<file path="config.mk">
export PLATFORM = sky130hd
export DESIGN_NAME = pwm4_ctrl
export DESIGN_NICKNAME = d
export VERILOG_FILES = /design/src/rtl/pwm4_pkg.sv /design/src/rtl/pwm4_regs.sv /design/src/rtl/pwm4_chan.sv /design/src/rtl/pwm4_ctrl.sv
export SDC_FILE = /design/constraint.sdc
export NUM_CORES = 1
export LEC_CHECK = 0
export ABC_AREA = 1
export CORE_ASPECT_RATIO = 2
export CORE_MARGIN = 8
export CORE_UTILIZATION = 35
export CTS_BUF_LIST = sky130_fd_sc_hd__clkbuf_16
export DETAILED_ROUTE_END_ITERATION = 7
export DONT_BUFFER_PORTS = 1
export PLACE_DENSITY_LB_ADDON = 0.05
export SETUP_SLACK_MARGIN = 0.3
export SYNTH_ARGS = -nofsm -noshare
export SYNTH_HDL_FRONTEND = slang
export SYNTH_SLANG_ARGS = --single-unit
</file>
<file path="constraint.sdc">
create_clock -name clk_i -period 5.4 [get_ports clk_i]
set_input_delay 1.62 -clock clk_i [delete_from_list [all_inputs] [get_ports clk_i]]
set_output_delay 1.62 -clock clk_i [all_outputs]
set_load 0.1 [all_outputs]
</file>
<file path="src/rtl/pwm4_pkg.sv">
package pwm4_pkg;
  localparam int NUM_CH  = 4;
  localparam int CNT_W   = 16;
  localparam int PSC_W   = 6;
  localparam int ADDR_W  = 6;
  localparam int DATA_W  = 32;
  localparam int POL_LSB = 8;
  localparam int TYP_LSB = 15;
  localparam int CTRL_OFF = 'h00;
  localparam int PSC_OFF  = 'h24;

  function automatic int per_off(int ch);
    return 'h04 + 8 * ch;
  endfunction

  function automatic int dty_off(int ch);
    return 'h08 + 8 * ch;
  endfunction

  // channel 0 sits in the most significant field
  function automatic int psc_lsb(int ch);
    return (NUM_CH - 1 - ch) * PSC_W;
  endfunction
endpackage

</file>
<file path="src/rtl/pwm4_regs.sv">
module pwm4_regs
  import pwm4_pkg::*;
(
  input  logic                   clk_i,
  input  logic                   rst_ni,
  input  logic [ADDR_W-1:0]      addr_i,
  input  logic                   wr_en_i,
  input  logic [DATA_W-1:0]      wdata_i,
  output logic [DATA_W-1:0]      rdata_o,
  output logic [NUM_CH-1:0]      en_o,
  output logic [NUM_CH-1:0]      pol_o,
  output logic [NUM_CH-1:0]      typ_o,
  output logic [NUM_CH-1:0][CNT_W-1:0] per_o,
  output logic [NUM_CH-1:0][CNT_W-1:0] dty_o,
  output logic [NUM_CH-1:0][PSC_W-1:0] psc_o
);
  localparam logic [ADDR_W-1:0] CTRL_A = ADDR_W'(CTRL_OFF);
  localparam logic [ADDR_W-1:0] PSC_A  = ADDR_W'(PSC_OFF);

  logic ctrl_we, psc_we;
  assign ctrl_we = wr_en_i && (addr_i == CTRL_A);
  assign psc_we  = wr_en_i && (addr_i == PSC_A);

  always_ff @(posedge clk_i or negedge rst_ni) begin
    if (!rst_ni) begin
      en_o  <= '0;
      pol_o <= '1;
      typ_o <= '0;
    end else if (ctrl_we) begin
      en_o  <= wdata_i[NUM_CH-1:0];
      pol_o <= wdata_i[POL_LSB +: NUM_CH];
      typ_o <= wdata_i[TYP_LSB +: NUM_CH];
    end
  end

  for (genvar c = 0; c < NUM_CH; c++) begin : g_ch
    localparam logic [ADDR_W-1:0] PER_A = ADDR_W'(per_off(c));
    localparam logic [ADDR_W-1:0] DTY_A = ADDR_W'(dty_off(c));
    localparam int                PL    = psc_lsb(c);

    always_ff @(posedge clk_i or negedge rst_ni) begin
      if (!rst_ni) begin
        per_o[c] <= '0;
        dty_o[c] <= '0;
        psc_o[c] <= '0;
      end else begin
        if (wr_en_i && addr_i == PER_A) per_o[c] <= wdata_i[CNT_W-1:0];
        if (wr_en_i && addr_i == DTY_A) dty_o[c] <= wdata_i[CNT_W-1:0];
        if (psc_we)                     psc_o[c] <= wdata_i[PL +: PSC_W];
      end
    end
  end

  always_comb begin
    rdata_o = '0;
    if (addr_i == CTRL_A) begin
      rdata_o[NUM_CH-1:0]         = en_o;
      rdata_o[POL_LSB +: NUM_CH]  = pol_o;
      rdata_o[TYP_LSB +: NUM_CH]  = typ_o;
    end
    if (addr_i == PSC_A) begin
      for (int c = 0; c < NUM_CH; c++) rdata_o[psc_lsb(c) +: PSC_W] = psc_o[c];
    end
    for (int c = 0; c < NUM_CH; c++) begin
      if (addr_i == ADDR_W'(per_off(c))) rdata_o[CNT_W-1:0] = per_o[c];
      if (addr_i == ADDR_W'(dty_off(c))) rdata_o[CNT_W-1:0] = dty_o[c];
    end
  end

  // a write to an unmapped offset leaves the control word alone
  assert_ctrl_hold_R2: assert property (@(posedge clk_i) disable iff (!rst_ni)
    (wr_en_i && addr_i != CTRL_A) |=> $stable(en_o) && $stable(pol_o) && $stable(typ_o));
endmodule

</file>
<file path="src/rtl/pwm4_chan.sv">
module pwm4_chan
  import pwm4_pkg::*;
(
  input  logic             clk_i,
  input  logic             rst_ni,
  input  logic             en_i,
  input  logic             pol_i,
  input  logic [PSC_W-1:0] psc_i,
  input  logic [CNT_W-1:0] per_i,
  input  logic [CNT_W-1:0] dty_i,
  output logic             pwm_o
);
  logic [PSC_W-1:0] psc_q, psc_w;
  logic [CNT_W-1:0] cnt_q, per_w, dty_w;
  logic             tick, wrap, active;

  assign tick = (psc_q == psc_w);
  assign wrap = (per_w <= CNT_W'(1)) || (cnt_q >= per_w - CNT_W'(1));

  always_ff @(posedge clk_i or negedge rst_ni) begin
    if (!rst_ni) begin
      psc_q <= '0;
      cnt_q <= '0;
      psc_w <= '0;
      per_w <= '0;
      dty_w <= '0;
    end else if (!en_i) begin
      // held idle; working copies follow registers directly
      psc_q <= '0;
      cnt_q <= '0;
      psc_w <= psc_i;
      per_w <= per_i;
      dty_w <= dty_i;
    end else if (tick) begin
      psc_q <= '0;
      if (wrap) begin
        cnt_q <= '0;
        psc_w <= psc_i;
        per_w <= per_i;
        dty_w <= dty_i;
      end else begin
        cnt_q <= cnt_q + CNT_W'(1);
      end
    end else begin
      psc_q <= psc_q + PSC_W'(1);
    end
  end

  assign active = (cnt_q < dty_w);
  assign pwm_o  = en_i ? (pol_i ? active : !active) : !pol_i;

  assert_idle_clear_R8: assert property (@(posedge clk_i) disable iff (!rst_ni)
    !en_i |=> (cnt_q == '0) && (psc_q == '0));
  assert_cnt_bound_R4: assert property (@(posedge clk_i) disable iff (!rst_ni)
    (en_i && per_w >= CNT_W'(2)) |-> cnt_q < per_w);
  assert_psc_bound_R5: assert property (@(posedge clk_i) disable iff (!rst_ni)
    en_i |-> psc_q <= psc_w);
  assert_shadow_hold_R9: assert property (@(posedge clk_i) disable iff (!rst_ni)
    (en_i && cnt_q != '0) |-> $stable(dty_w) && $stable(per_w));
endmodule

</file>
<file path="src/rtl/pwm4_ctrl.sv">
module pwm4_ctrl
  import pwm4_pkg::*;
(
  input  logic              clk_i,
  input  logic              rst_ni,
  input  logic [5:0]        addr_i,
  input  logic              wr_en_i,
  input  logic [31:0]       wdata_i,
  output logic [31:0]       rdata_o,
  output logic [3:0]        pwm_o,
  output logic [3:0]        drive_type_o
);
  logic [NUM_CH-1:0]            en, pol, typ;
  logic [NUM_CH-1:0][CNT_W-1:0] per, dty;
  logic [NUM_CH-1:0][PSC_W-1:0] psc;

  pwm4_regs u_regs (
    .clk_i   (clk_i),
    .rst_ni  (rst_ni),
    .addr_i  (addr_i),
    .wr_en_i (wr_en_i),
    .wdata_i (wdata_i),
    .rdata_o (rdata_o),
    .en_o    (en),
    .pol_o   (pol),
    .typ_o   (typ),
    .per_o   (per),
    .dty_o   (dty),
    .psc_o   (psc)
  );

  for (genvar c = 0; c < NUM_CH; c++) begin : g_chan
    pwm4_chan u_chan (
      .clk_i  (clk_i),
      .rst_ni (rst_ni),
      .en_i   (en[c]),
      .pol_i  (pol[c]),
      .psc_i  (psc[c]),
      .per_i  (per[c]),
      .dty_i  (dty[c]),
      .pwm_o  (pwm_o[c])
    );
  end

  assign drive_type_o = typ;
endmodule

</file>
==> flow_metrics.tcl <==
set metrics [dict create \
    clock_latency_ps 580 \
    cts_root_buf "clkbuf_16" \
    antenna_left 0 \
    numPortBuffers 0 \
    arrival_ps 3340 \
    holdPathStages 2 \
    drive_gt1_frac 0.0630 \
    drc_errors 0 \
    reg2regPathDepth 17 \
    maxCapViolCount 0 \
    wire_per_inst_um 18.7 \
    finalCriticalPeriod_ps 4960 \
    yosysTopAreaCellShare 0.438 \
    synth.area.top_cells "dfrtp_1 (44%), nand2_1 (15%), ha_1 (7.7%)" \
    critPathMaxFanout 10 \
    setup.worst_path.start_class "input pin" \
    ios 81 \
    p_total_mw 9.62 \
    r2r_slack_ps 1630 \
    area_delta_synth_final_pct 11.6 \
    cts_tree "built" \
    required_ps 3780 \
    slew_violations 251 \
    gp_congestion 0.877 \
    critPathKind "in -> out" \
    tns_ps 0 \
    finalHoldViolations 0 \
    die_area_um2 74200 \
    coreArea_um2 64700 \
    rows 132 \
    violations "max-slew violations" \
    drt-pass1-iter-count 5 \
    ir_drop_v 0.000290 \
    max_freq_ghz 0.201 \
    tightest_slew_ps 2270 \
    grt_pass1_vias 19431 \
    finalCritPeriodShare 0.919 \
    r2r-end "g_chan[2].u_chan.cnt_q[8]" \
    final_cells 3853 \
    wirelength_um 72100 \
    finClkSkew_ps 29.5 \
    post_cts_buffers 0 \
    ys_types 50 \
    place_hpwl_um 52400 \
    rsz0062_at_grt "false" \
    grt_max_degree 405 \
    relSlewSlack -0.514 \
    diodes 0 \
    syn_inst 2962 \
    die_h_um 377 \
    numCtsBuffers 41 \
    drt_iter0_drc 959 \
    clock_sinks 404 \
    antenna_found_initial 0 \
    grt_pass1_wl_um 113000 \
    grt.overflow.total 0 \
    worstHoldPathType "reg -> reg" \
    clock_path_buffers 3 \
    syn_avg_cell_area_um2 7.72 \
    start_util 0.353 \
    powerDensity_nw_per_um2 377 \
    setup_viol 0 \
    htreeDepth 2 \
    yosys.area.top_type "dfrtp_1" \
    crit_start "addr_i[2]" \
    yosys_warnings 0 \
    track_usage 0.195 \
    die_w_um 197 \
    final_area_um2 25500 \
    clk_pin_slew_worst_paths_ps 60 \
    dp_cells 3779 \
    rr_startpoint "g_chan[2].u_chan.per_w[0]" \
    ys_ff_latch 404 \
    yosysSeqAreaShare 0.442 \
    critical_path.endpoint_type "output port" \
    leakagePower_nw 12.9 \
    synth_area_um2 22900 \
    worstSetupEndpoint "rdata_o[14]" \
    layout.nets 3132 \
    via_per_inst 4.93 \
    post_dp_cell_area_um2 24100 \
    status "finished with violations" \
    num_vias 18996 \
]
==> flip-flops by register name, indices dropped and copies added (netlist names), 24 cells and up <==
register / cells
g_chan.u_chan.dty_w: 64
u_regs.psc_o: 24
g_chan.u_chan.psc_w: 24
g_chan.u_chan.cnt_q: 64
u_regs.per_o: 64
g_chan.u_chan.psc_q: 24
u_regs.dty_o: 64
g_chan.u_chan.per_w: 64
==> cells by family (layout without fill, tap and decap cells) <==
family,Yosys count,after routing,synth area share
and+or+nand+nor,1612,1612,0.296
buffers and inverters,418,431,0.0783
DFF,404,404,0.442
AOI/OAI and AO/OA,283,283,0.0671
adders and majority gates,140,140,0.0766
xor gates and xnor gates,104,104,0.0398
other,1,8,0.000164
==> critical path, cell delays in order <==
cell,delay [ps]
inv_2,80
nor2_1,60
nand2_2,140
nor2_4,100
buf_4,180
nand2_1,70
nand3_1,80
nor2_1,180
nand4_1,220
nor2_1,220
nand2_1,170
buf_12,210
==> through the flow <==
| step | util | worst slack [ps] | hold WS, ps |
|---|---|---|---|
| finish | 0.394 | 436 | 472 |
| global route | 0.394 | 322 | 490 |
| CTS | 0.394 | 300 | 476 |
| detailed placement | 0.372 | 270 | 460 |
| global placement | 0.372 | 257 | 458 |
| floorplan | - | 90.9 | 442 |
==> cell usage after synthesis (all sizes together) <==
cell and count:
a22o 3, a21oi 52, and2 7, nand3 267, a31oi 3, dfstp 4
buf 77, nor4 6, nand2 948, clkbuf 40, nand4 41, dfrtp 400
nor2 293, a211oi 8, o21a 4, xnor2 23, nor3 42, conb 1
inv 301, a21o 4, ha 140, or2 4, nor3b 1, xor2 81
nand3b 3, o21bai 12, o211ai 1, o21ai 196
==> placed cells by master (no fill, tap or decap), drive strengths merged, types with 6 or more instances in the layout <==
master  count
xor2       81
clkinv     11
buf        56
nor3       42
o21bai     12
dfrtp     400
conb        8
nor2      293
a21oi      52
ha        140
o21ai     196
nand3     267
nand4      41
bufinv      6
a211oi      8
nand2     948
xnor2      23
clkbuf     43
inv       313
and2        7
nor4        6
==> area by class of cell <==
| type | instances | area (um2) |
|---|---|---|
| Clock inverter | 31 | 307 |
| Fill cell | 6884 | 39200 |
| Inverter | 301 | 1130 |
| Sequential cell | 404 | 10100 |
| Multi-Input combinational cell | 2147 | 11100 |
| Clock buffer | 43 | 1080 |
| Tap cell | 871 | 1090 |
| Timing Repair Buffer | 56 | 733 |
==> how the worst min path moves through the flow <==
stage | startpoint | to | slack [ps]
6_report | g_chan[1].u_chan.dty_w[8] | g_chan[1].u_chan.dty_w[8] | 470
5_1_grt | g_chan[2].u_chan.dty_w[6] | g_chan[2].u_chan.dty_w[6] | 490
4_1_cts | g_chan[1].u_chan.dty_w[8] | g_chan[1].u_chan.dty_w[8] | 480
3_5_place_dp | g_chan[1].u_chan.dty_w[8] | g_chan[1].u_chan.dty_w[8] | 460
3_3_place_gp | g_chan[3].u_chan.dty_w[2] | g_chan[3].u_chan.dty_w[2] | 460
2_1_floorplan | g_chan[0].u_chan.dty_w[10] | g_chan[0].u_chan.dty_w[10] | 440
==> routing by layer <==
layer | GRT usage | share of wire
met5 | 0 | 0
met2 | 0.375 | 0.54
met3 | 0.0217 | 0.028
met1 | 0.208 | 0.38
met4 | 0.0931 | 0.051
==> repair_timing <==
action	4_1_cts	5_1_grt
hold buffers	0	0
pin swaps	0	2
setup endpoints to repair	5	13
resized for setup	6	6
cloned	0	0
==> report_power, final <==
part	switching [mW]	leakage, nW	internal [mW]	total [mW]
logic	1.73	6.75	0.907	2.64
registers	0.484	5.41	3.45	3.94
clock network	1.31	0.709	1.73	3.04
total	3.53	12.9	6.09	9.62
(Power assumes the default switching activity.)
